--- config.mk ---
export PLATFORM = sky130hd
export DESIGN_NAME = pgwalk_two_level
export DESIGN_NICKNAME = d
export VERILOG_FILES = /design/src/rtl/pgwalk_pkg.sv /design/src/rtl/pgwalk_entry_addr.sv /design/src/rtl/pgwalk_pte_fields.sv /design/src/rtl/pgwalk_two_level.sv
export SDC_FILE = /design/constraint.sdc
export NUM_CORES = 1
export LEC_CHECK = 0
export ABC_AREA = 1
export BUFFER_PORTS_ARGS = -buffer_cell sky130_fd_sc_hd__buf_2
export CORE_UTILIZATION = 45
export CTS_BUF_LIST = sky130_fd_sc_hd__clkbuf_16
export DETAILED_ROUTE_END_ITERATION = 10
export GPL_TIMING_DRIVEN = 1
export PLACE_DENSITY = 0.75
export SETUP_SLACK_MARGIN = 0.02
export SLEW_MARGIN = 20
export SYNTH_ARGS = -nofsm -noshare
export SYNTH_HDL_FRONTEND = slang
export SYNTH_HIERARCHICAL = 1
export SYNTH_SLANG_ARGS = --single-unit
--- constraint.sdc ---
create_clock -name clk -period 1.19 [get_ports clk]
set_input_delay 0.238 -clock clk [delete_from_list [all_inputs] [get_ports clk]]
set_output_delay 0.238 -clock clk [all_outputs]
set_load 0.1 [all_outputs]
--- src/rtl/pgwalk_pkg.sv ---
package pgwalk_pkg;

    typedef enum logic [2:0] {
        S_IDLE,
        S_RD1,
        S_WT1,
        S_RD2,
        S_WT2,
        S_DONE,
        S_FAULT
    } walk_state_e;

    localparam int PTE_PRESENT_BIT = 0;

endpackage

--- src/rtl/pgwalk_entry_addr.sv ---
module pgwalk_entry_addr #(
    parameter int PA_W    = 32,
    parameter int OFS_W   = 12,
    parameter int IDX_W   = 10,
    parameter int ESZ_LOG = 2,
    localparam int PPN_W  = PA_W - OFS_W
) (
    input  logic [PPN_W-1:0] base_ppn,
    input  logic [IDX_W-1:0] idx,
    output logic [PA_W-1:0]  addr
);

    logic [PA_W-1:0] table_base;
    logic [PA_W-1:0] idx_bytes;

    always_comb begin
        table_base = {base_ppn, {OFS_W{1'b0}}};
        idx_bytes  = PA_W'(idx) << ESZ_LOG;
        addr       = table_base + idx_bytes;
    end

endmodule

--- src/rtl/pgwalk_pte_fields.sv ---
module pgwalk_pte_fields
    import pgwalk_pkg::*;
#(
    parameter int PTE_W  = 32,
    parameter int OFS_W  = 12,
    parameter int PPN_W  = 20
) (
    input  logic [PTE_W-1:0] pte,
    output logic             present,
    output logic [PPN_W-1:0] next_ppn
);

    logic unused_attr;

    assign present     = pte[PTE_PRESENT_BIT];
    assign next_ppn    = pte[OFS_W +: PPN_W];
    assign unused_attr = ^pte[OFS_W-1:1];

endmodule

--- src/rtl/pgwalk_two_level.sv ---
module pgwalk_two_level
    import pgwalk_pkg::*;
#(
    parameter int PA_W   = 32,
    parameter int OFS_W  = 12,
    parameter int IDX_W  = 10,
    parameter int PTE_W  = 32,
    localparam int PPN_W   = PA_W - OFS_W,
    localparam int VPN_W   = 2 * IDX_W,
    localparam int ESZ_LOG = $clog2(PTE_W / 8),
    localparam int LEVELS  = 2
) (
    input  logic             clk,
    input  logic             rst_n,
    input  logic [PPN_W-1:0] root_ppn,
    input  logic             walk_valid,
    input  logic [VPN_W-1:0] walk_vpn,
    output logic             walk_ready,
    output logic             mem_req_valid,
    input  logic             mem_req_ready,
    output logic [PA_W-1:0]  mem_req_addr,
    input  logic             mem_rsp_valid,
    input  logic [PTE_W-1:0] mem_rsp_data,
    output logic             done_valid,
    output logic [PTE_W-1:0] done_pte,
    output logic             fault_valid,
    output logic [1:0]       fault_level
);

    walk_state_e state_q, state_d;

    logic [VPN_W-1:0] vpn_q;
    logic [PPN_W-1:0] root_q;
    logic [PPN_W-1:0] l2base_q;
    logic [PTE_W-1:0] pte_q;
    logic [1:0]       flvl_q;

    logic [LEVELS-1:0][PPN_W-1:0] lvl_base;
    logic [LEVELS-1:0][IDX_W-1:0] lvl_idx;
    logic [LEVELS-1:0][PA_W-1:0]  lvl_addr;

    logic             rsp_present;
    logic [PPN_W-1:0] rsp_ppn;

    assign lvl_base[0] = root_q;
    assign lvl_base[1] = l2base_q;
    assign lvl_idx[0]  = vpn_q[VPN_W-1 -: IDX_W];
    assign lvl_idx[1]  = vpn_q[IDX_W-1:0];

    for (genvar g = 0; g < LEVELS; g++) begin : g_lvl
        pgwalk_entry_addr #(
            .PA_W   (PA_W),
            .OFS_W  (OFS_W),
            .IDX_W  (IDX_W),
            .ESZ_LOG(ESZ_LOG)
        ) u_addr (
            .base_ppn(lvl_base[g]),
            .idx     (lvl_idx[g]),
            .addr    (lvl_addr[g])
        );
    end

    pgwalk_pte_fields #(
        .PTE_W(PTE_W),
        .OFS_W(OFS_W),
        .PPN_W(PPN_W)
    ) u_fields (
        .pte     (mem_rsp_data),
        .present (rsp_present),
        .next_ppn(rsp_ppn)
    );

    // state register
    always_ff @(posedge clk) begin
        if (!rst_n) state_q <= S_IDLE;
        else        state_q <= state_d;
    end

    // next-state decode
    always_comb begin
        state_d = state_q;
        unique case (state_q)
            S_IDLE:  if (walk_valid)    state_d = S_RD1;
            S_RD1:   if (mem_req_ready) state_d = S_WT1;
            S_WT1:   if (mem_rsp_valid) state_d = rsp_present ? S_RD2 : S_FAULT;
            S_RD2:   if (mem_req_ready) state_d = S_WT2;
            S_WT2:   if (mem_rsp_valid) state_d = rsp_present ? S_DONE : S_FAULT;
            S_DONE:  state_d = S_IDLE;
            S_FAULT: state_d = S_IDLE;
            default: state_d = S_IDLE;
        endcase
    end

    // walk context and results
    always_ff @(posedge clk) begin
        if (!rst_n) begin
            vpn_q    <= '0;
            root_q   <= '0;
            l2base_q <= '0;
            pte_q    <= '0;
            flvl_q   <= '0;
        end else begin
            unique case (state_q)
                S_IDLE: if (walk_valid) begin
                    vpn_q  <= walk_vpn;
                    root_q <= root_ppn;
                end
                S_WT1: if (mem_rsp_valid) begin
                    if (rsp_present) l2base_q <= rsp_ppn;
                    else             flvl_q   <= 2'd1;
                end
                S_WT2: if (mem_rsp_valid) begin
                    if (rsp_present) pte_q  <= mem_rsp_data;
                    else             flvl_q <= 2'd2;
                end
                default: ;
            endcase
        end
    end

    // outputs
    always_comb begin
        walk_ready    = (state_q == S_IDLE);
        mem_req_valid = (state_q == S_RD1) || (state_q == S_RD2);
        mem_req_addr  = (state_q == S_RD2) ? lvl_addr[1] : lvl_addr[0];
        done_valid    = (state_q == S_DONE);
        fault_valid   = (state_q == S_FAULT);
        done_pte      = pte_q;
        fault_level   = flvl_q;
    end

endmodule

# After elaboration in Yosys (flattened, before gate mapping)
# Index checks and enable logic that the tools add are counted.
[op_classes]
n_div = 0
reduce_logical = 8
n_mul = 0
shifts = 0
add_sub_neg = 2
muxes = 14
eq_ne = 13
bitwise = 0
magnitude_cmp = 0
[ops]
columns = ["operator", "n"]
rows = [
  ["32-bit by 12-bit adder with 32-bit output", 2],
  ["32-bit two-way mux", 1],
  ["3-bit two-way mux", 6],
  ["3-bit one-hot mux with 5 select lines", 1],
  ["2-bit inequality test (second input constant)", 7],
  ["2-bit two-way mux", 5],
  ["5-bit AND reduction", 2],
  ["3-bit equality test (second input constant)", 3],
  ["3-bit by 2-bit equality test with 1-bit output (second input constant)", 2],
  ["3-bit AND reduction", 2],
  ["2-bit one-hot mux with 2 select lines", 1],
  ["3-bit by 1-bit equality test with 1-bit output (second input constant)", 1],
  ["3-bit logical NOT", 1],
  ["2-bit AND reduction", 1],
  ["2-bit nonzero test", 1],
  ["1-bit logical OR", 1],
]
[totals]
latchBits = 0
ramBits = 0
ff_bits = 97
rom_bits = 0
input_bits = 77
n_memories = 0

# Depth between registers and ports, before layout
[logic_depth]
word_depth = 3
depth_mapped = 9
ltp_nobuf = 8

# Cells and area by module
# The synthesis kept the hierarchy.
[modules_own_cells]
columns = ["module", "seq_area_each_um2", "area_each_um2", "n_inst", "cells_per_inst"]
rows = [
  ["pgwalk_two_level", 1941.9, 4056.4, 1, 563],
  ["pgwalk_entry_addr", 0.0, 244.0, 2, 33],
  ["pgwalk_pte_fields", 0.0, 157.7, 1, 21],
]

# Worst setup path after synthesis
# Ideal clock, no wire load.
[synth_timing]
kind = "register to output"
startpoint = "register state_q[2]"
endpoint = "output port done_valid"
path_stages_with_launch = 3
t_arrival_ns = 2.617
setup_slack_ns = -1.665
cell_sequence = "dfxtp_1 -> inv_2 -> nor3_1"
[synth_between]
elab_chain_cells = 1
[synth_lines]
columns = ["element", "line_no", "rtl"]
rows = [
  ["start: declaration", "pgwalk_two_level.sv:30", "walk_state_e state_q, state_d;"],
  ["start signal: assignment", "pgwalk_two_level.sv:76", "else state_q <= state_d;"],
  ["3-bit equality test", "pgwalk_two_level.sv:126", "done_valid = (state_q == S_DONE);"],
  ["end: declaration", "pgwalk_two_level.sv:24", "output logic done_valid,"],
]
# Every way passes these cells.

# Final worst setup path
[layout_timing]
startpoint = "register state_q[2]"
endpoint = "output port mem_req_addr[9]"
[layout_between]
elab_chain_cells = 2
[layout_lines]
columns = ["element", "line_no", "rtl"]
rows = [
  ["3-bit by 2-bit equality test with 1-bit output", "pgwalk_two_level.sv:125", "mem_req_addr = (state_q == S_RD2) ? lvl_addr[1] : lvl_addr[0];"],
  ["32-bit two-way mux", "pgwalk_two_level.sv:125", ""],
  ["end: declaration", "pgwalk_two_level.sv:21", "output logic [PA_W-1:0] mem_req_addr,"],
]
# Every way passes these cells.

==> flow_summary_export.csv <==
group,metric,value,unit
outcome,status,"finished, violations left",
outcome,violations,"setup timing",
timing,max_freq,555,MHz
synth,ys_async_sr_fraction,0,%
layout,drive_gt1_share,66.8,%
layout,nets,837,
routing,routedWlPerCell,24.0,um
synth,synth-seq-cells,97,
layout,final_common_cell,"buf_12",
floorplan,rows,36,
synth,synth_edf_count,0,
clocking,postCtsHoldBufs,0,
layout,final_core_util,88.2,%
power,vdd_drop_max,0.00176,V
layout,n_antenna_cell,0,
worst_setup_path,endpoint_kind,"output port",
global_routing,grt_first_pass_wirelength,26700,um
layout,final_cell_mix,"buf_12, buf_2, dfxtp_1",
routing,drt_iter0_drc,337,
routing,ant_nets,0,
worst_setup_path,crit_type,"reg2out",
layout,area_delta_synth_final,86.7,%
clocking,clk_path_buf_depth,2,
layout,fill_cells,374,
synth,ys.flop_type,"dfxtp_1",
power,power_per_cell_area,2040,nW/um^2
clocking,htree_num_levels,3,
floorplan,core,9950,um^2
timing,rsz0062_at_grt,"true",
synth,ys_seq_area_share,41.3,%
min_path,hold_end,"root_q[0]$_SDFFE_PN0P_",
placement,gp_congestion,0.804,
timing,setup_violations,131,
timing,final_max_slew_viol_count,0,
timing,whs,159,ps
routing,remaining_drc_errors,0,
worst_setup_path,r2r_cells,12,
worst_setup_path,crit_family,"buffers and inverters",
clocking,cts_made_buffers,9,
routing,firstDrtPassIters,6,
clocking,cts.reportedPaths.clkPinSlew,80,ps
worst_setup_path,crit_top_cell,"inv_4",
worst_setup_path,critPathArrivalTime,1570,ps
synth,netlist_instances,650,
global_routing,grtUsageTotal,31.3,%
min_path,hp-class,"in2reg",
clocking,cts_tree,"built",
floorplan,die_area,10900,um^2
worst_setup_path,crit_cells,8,
job,drv_cap,0,
routing,via_per_inst,5.89,
worst_setup_path,required,950,ps
worst_setup_path,r2r-start,"state_q[1]$_SDFFE_PN0P_",
power,p_leak,3.61,nW
routing,postRouteWirelength,21600,um
floorplan,start_util,47.2,%
floorplan,die_x,104,um
floorplan,die_h,104,um
global_routing,grt_pass1_vias,5067,
worst_setup_path,critPathBufInv,5,
worst_setup_path,path_max_fanout,5,
min_path,min_path_cells,3,
global_routing,antenna_found_initial,0,
placement,hpwl,9110,um
worst_setup_path,crit_slowest_cell,"dfxtp_2",
worst_setup_path,cpPeakStageDelay,350,ps
placement,portBuffers,144,
timing,finalHoldViolations,0,
timing,period_needed,1800,ps
synth,avgSynthCellArea,7.23,um^2
worst_setup_path,crit_path_cell_trace,"inv_4, nand3_4, inv_4, buf_6, clkbuf_16, nand2_4, nand2_8, buf_12",
worst_setup_path,r2r-end,"state_q[1]$_SDFFE_PN0P_",
synth,yosys_warnings,6,
synth,synth_cell_types,25,
timing,final.setup.worst_slack,-613,ps
clocking,root_buffer,"clkbuf_16",
routing,via_count,5288,
worst_setup_path,r2r_setup_slack,-580,ps
floorplan,top_level_ports,147,
global_routing,grt_max_degree,44,
clocking,cts.sinks,97,
min_path,hp-start,"root_ppn[0]",
global_routing,grt_overflow,0,
timing,period_share,152,%
clocking,clk-insertion-delay-late,340,ps
synth,syn-cell-area,4700,um^2
timing,finalClockSkew,11.6,ps
worst_setup_path,start_kind,"flop",
==> worst max-delay path by stage <==
stage          slack (ps)                     to                    start
6_report             -610        mem_req_addr[9]  state_q[2]$_SDFFE_PN0P_
5_1_grt              -640       mem_req_addr[11]  state_q[2]$_SDFFE_PN0P_
4_1_cts              -560        mem_req_addr[9]  state_q[2]$_SDFFE_PN0P_
3_5_place_dp         -260       mem_req_addr[20]  state_q[1]$_SDFFE_PN0P_
3_3_place_gp         -170  vpn_q[1]$_SDFFE_PN0P_  state_q[2]$_SDFFE_PN0P_
2_1_floorplan        -310             done_valid  state_q[0]$_SDFFE_PN0P_
==> synth_stat cells, types with 2 or more instances <==
| library cell | number | area share (%) |
|---|---|---|
| nor2_4 | 2 | 0.48 |
| nand3_1 | 46 | 4.9 |
| a21oi_1 | 78 | 8.3 |
| inv_1 | 41 | 3.3 |
| conb_1 | 2 | 0.16 |
| buf_6 | 9 | 2.2 |
| nor2_1 | 46 | 3.7 |
| dfxtp_1 | 97 | 41 |
| clkbuf_1 | 19 | 1.5 |
| buf_4 | 86 | 14 |
| o21ai_0 | 52 | 5.5 |
| nor2_2 | 2 | 0.27 |
| nand2_1 | 147 | 12 |
| buf_2 | 10 | 1.1 |
| inv_2 | 2 | 0.16 |
| buf_1 | 2 | 0.16 |
==> where the power goes <==
group / internal [mW] / leakage [nW] / switching [mW]
registers: 3.69 / 0.807 / 0.502
logic: 4.51 / 2.66 / 6.33
clock network: 1.47 / 0.144 / 1.44
total: 9.67 / 3.61 / 8.28
==> area by class of cell <==
type	count	area, um^2	share of cell area, %
sequential	97	1990	22.7
timing repair inverter	1	11.3	0.128
clock inverter	7	62.6	0.712
multi-input combinational	385	3310	37.7
inverter	44	183	2.08
tap	133	166	1.90
timing repair buffer	222	2830	32.2
clock buffer	9	225	2.56
==> cell families after synthesis <==
family | after synthesis | share of synthesized area (%)
AOI/OAI and AO/OA | 132 | 14.2
buffers and inverters | 170 | 22.1
DFF | 97 | 41.3
and+or+nand+nor | 249 | 22.2
other | 2 | 0.160
==> state kept, by name, summed over array words and instances (netlist names) <==
register	count
l2base_q	20
state_q	3
done_pte	32
vpn_q	20
fault_level	2
root_q	20
==> metal layers <==
metal	vias to the layer above	global-route usage, %	share of wire, %
met4	0	14.3	7.9
met2	389	58.1	50
met5	-	0	0
li1	2211	-	-
met3	146	5.89	7.9
met1	2542	34.4	34
==> tightest hold or removal path, stage by stage <==
cell,delay [ps]
buf_2,90
nand3_1,70
a21oi_1,50
==> stage by stage <==
step / setup WS (ps) / TNS (ps) / std cells / total power [mW] / instance area [um^2]
4_1_cts: -562 / -50480 / 891 / 16.2 / 8130
5_1_grt: -640 / -66380 / 898 / 18.4 / 8780
3_3_place_gp: -168 / -16590 / 838 / 11.2 / 6730
6_report: -613 / -62330 / 898 / 17.9 / 8780
2_1_floorplan: -309 / -13240 / 652 / 9.65 / 5460
3_5_place_dp: -257 / -21820 / 838 / 11.4 / 6730
==> what timing repair did <==
action	CTS	global route
pin swaps	74	43
resized for setup	169	143
buffers inserted	21	11
gates cloned	16	3
setup endpoints to repair	131	131
(Power assumes the default switching activity.)
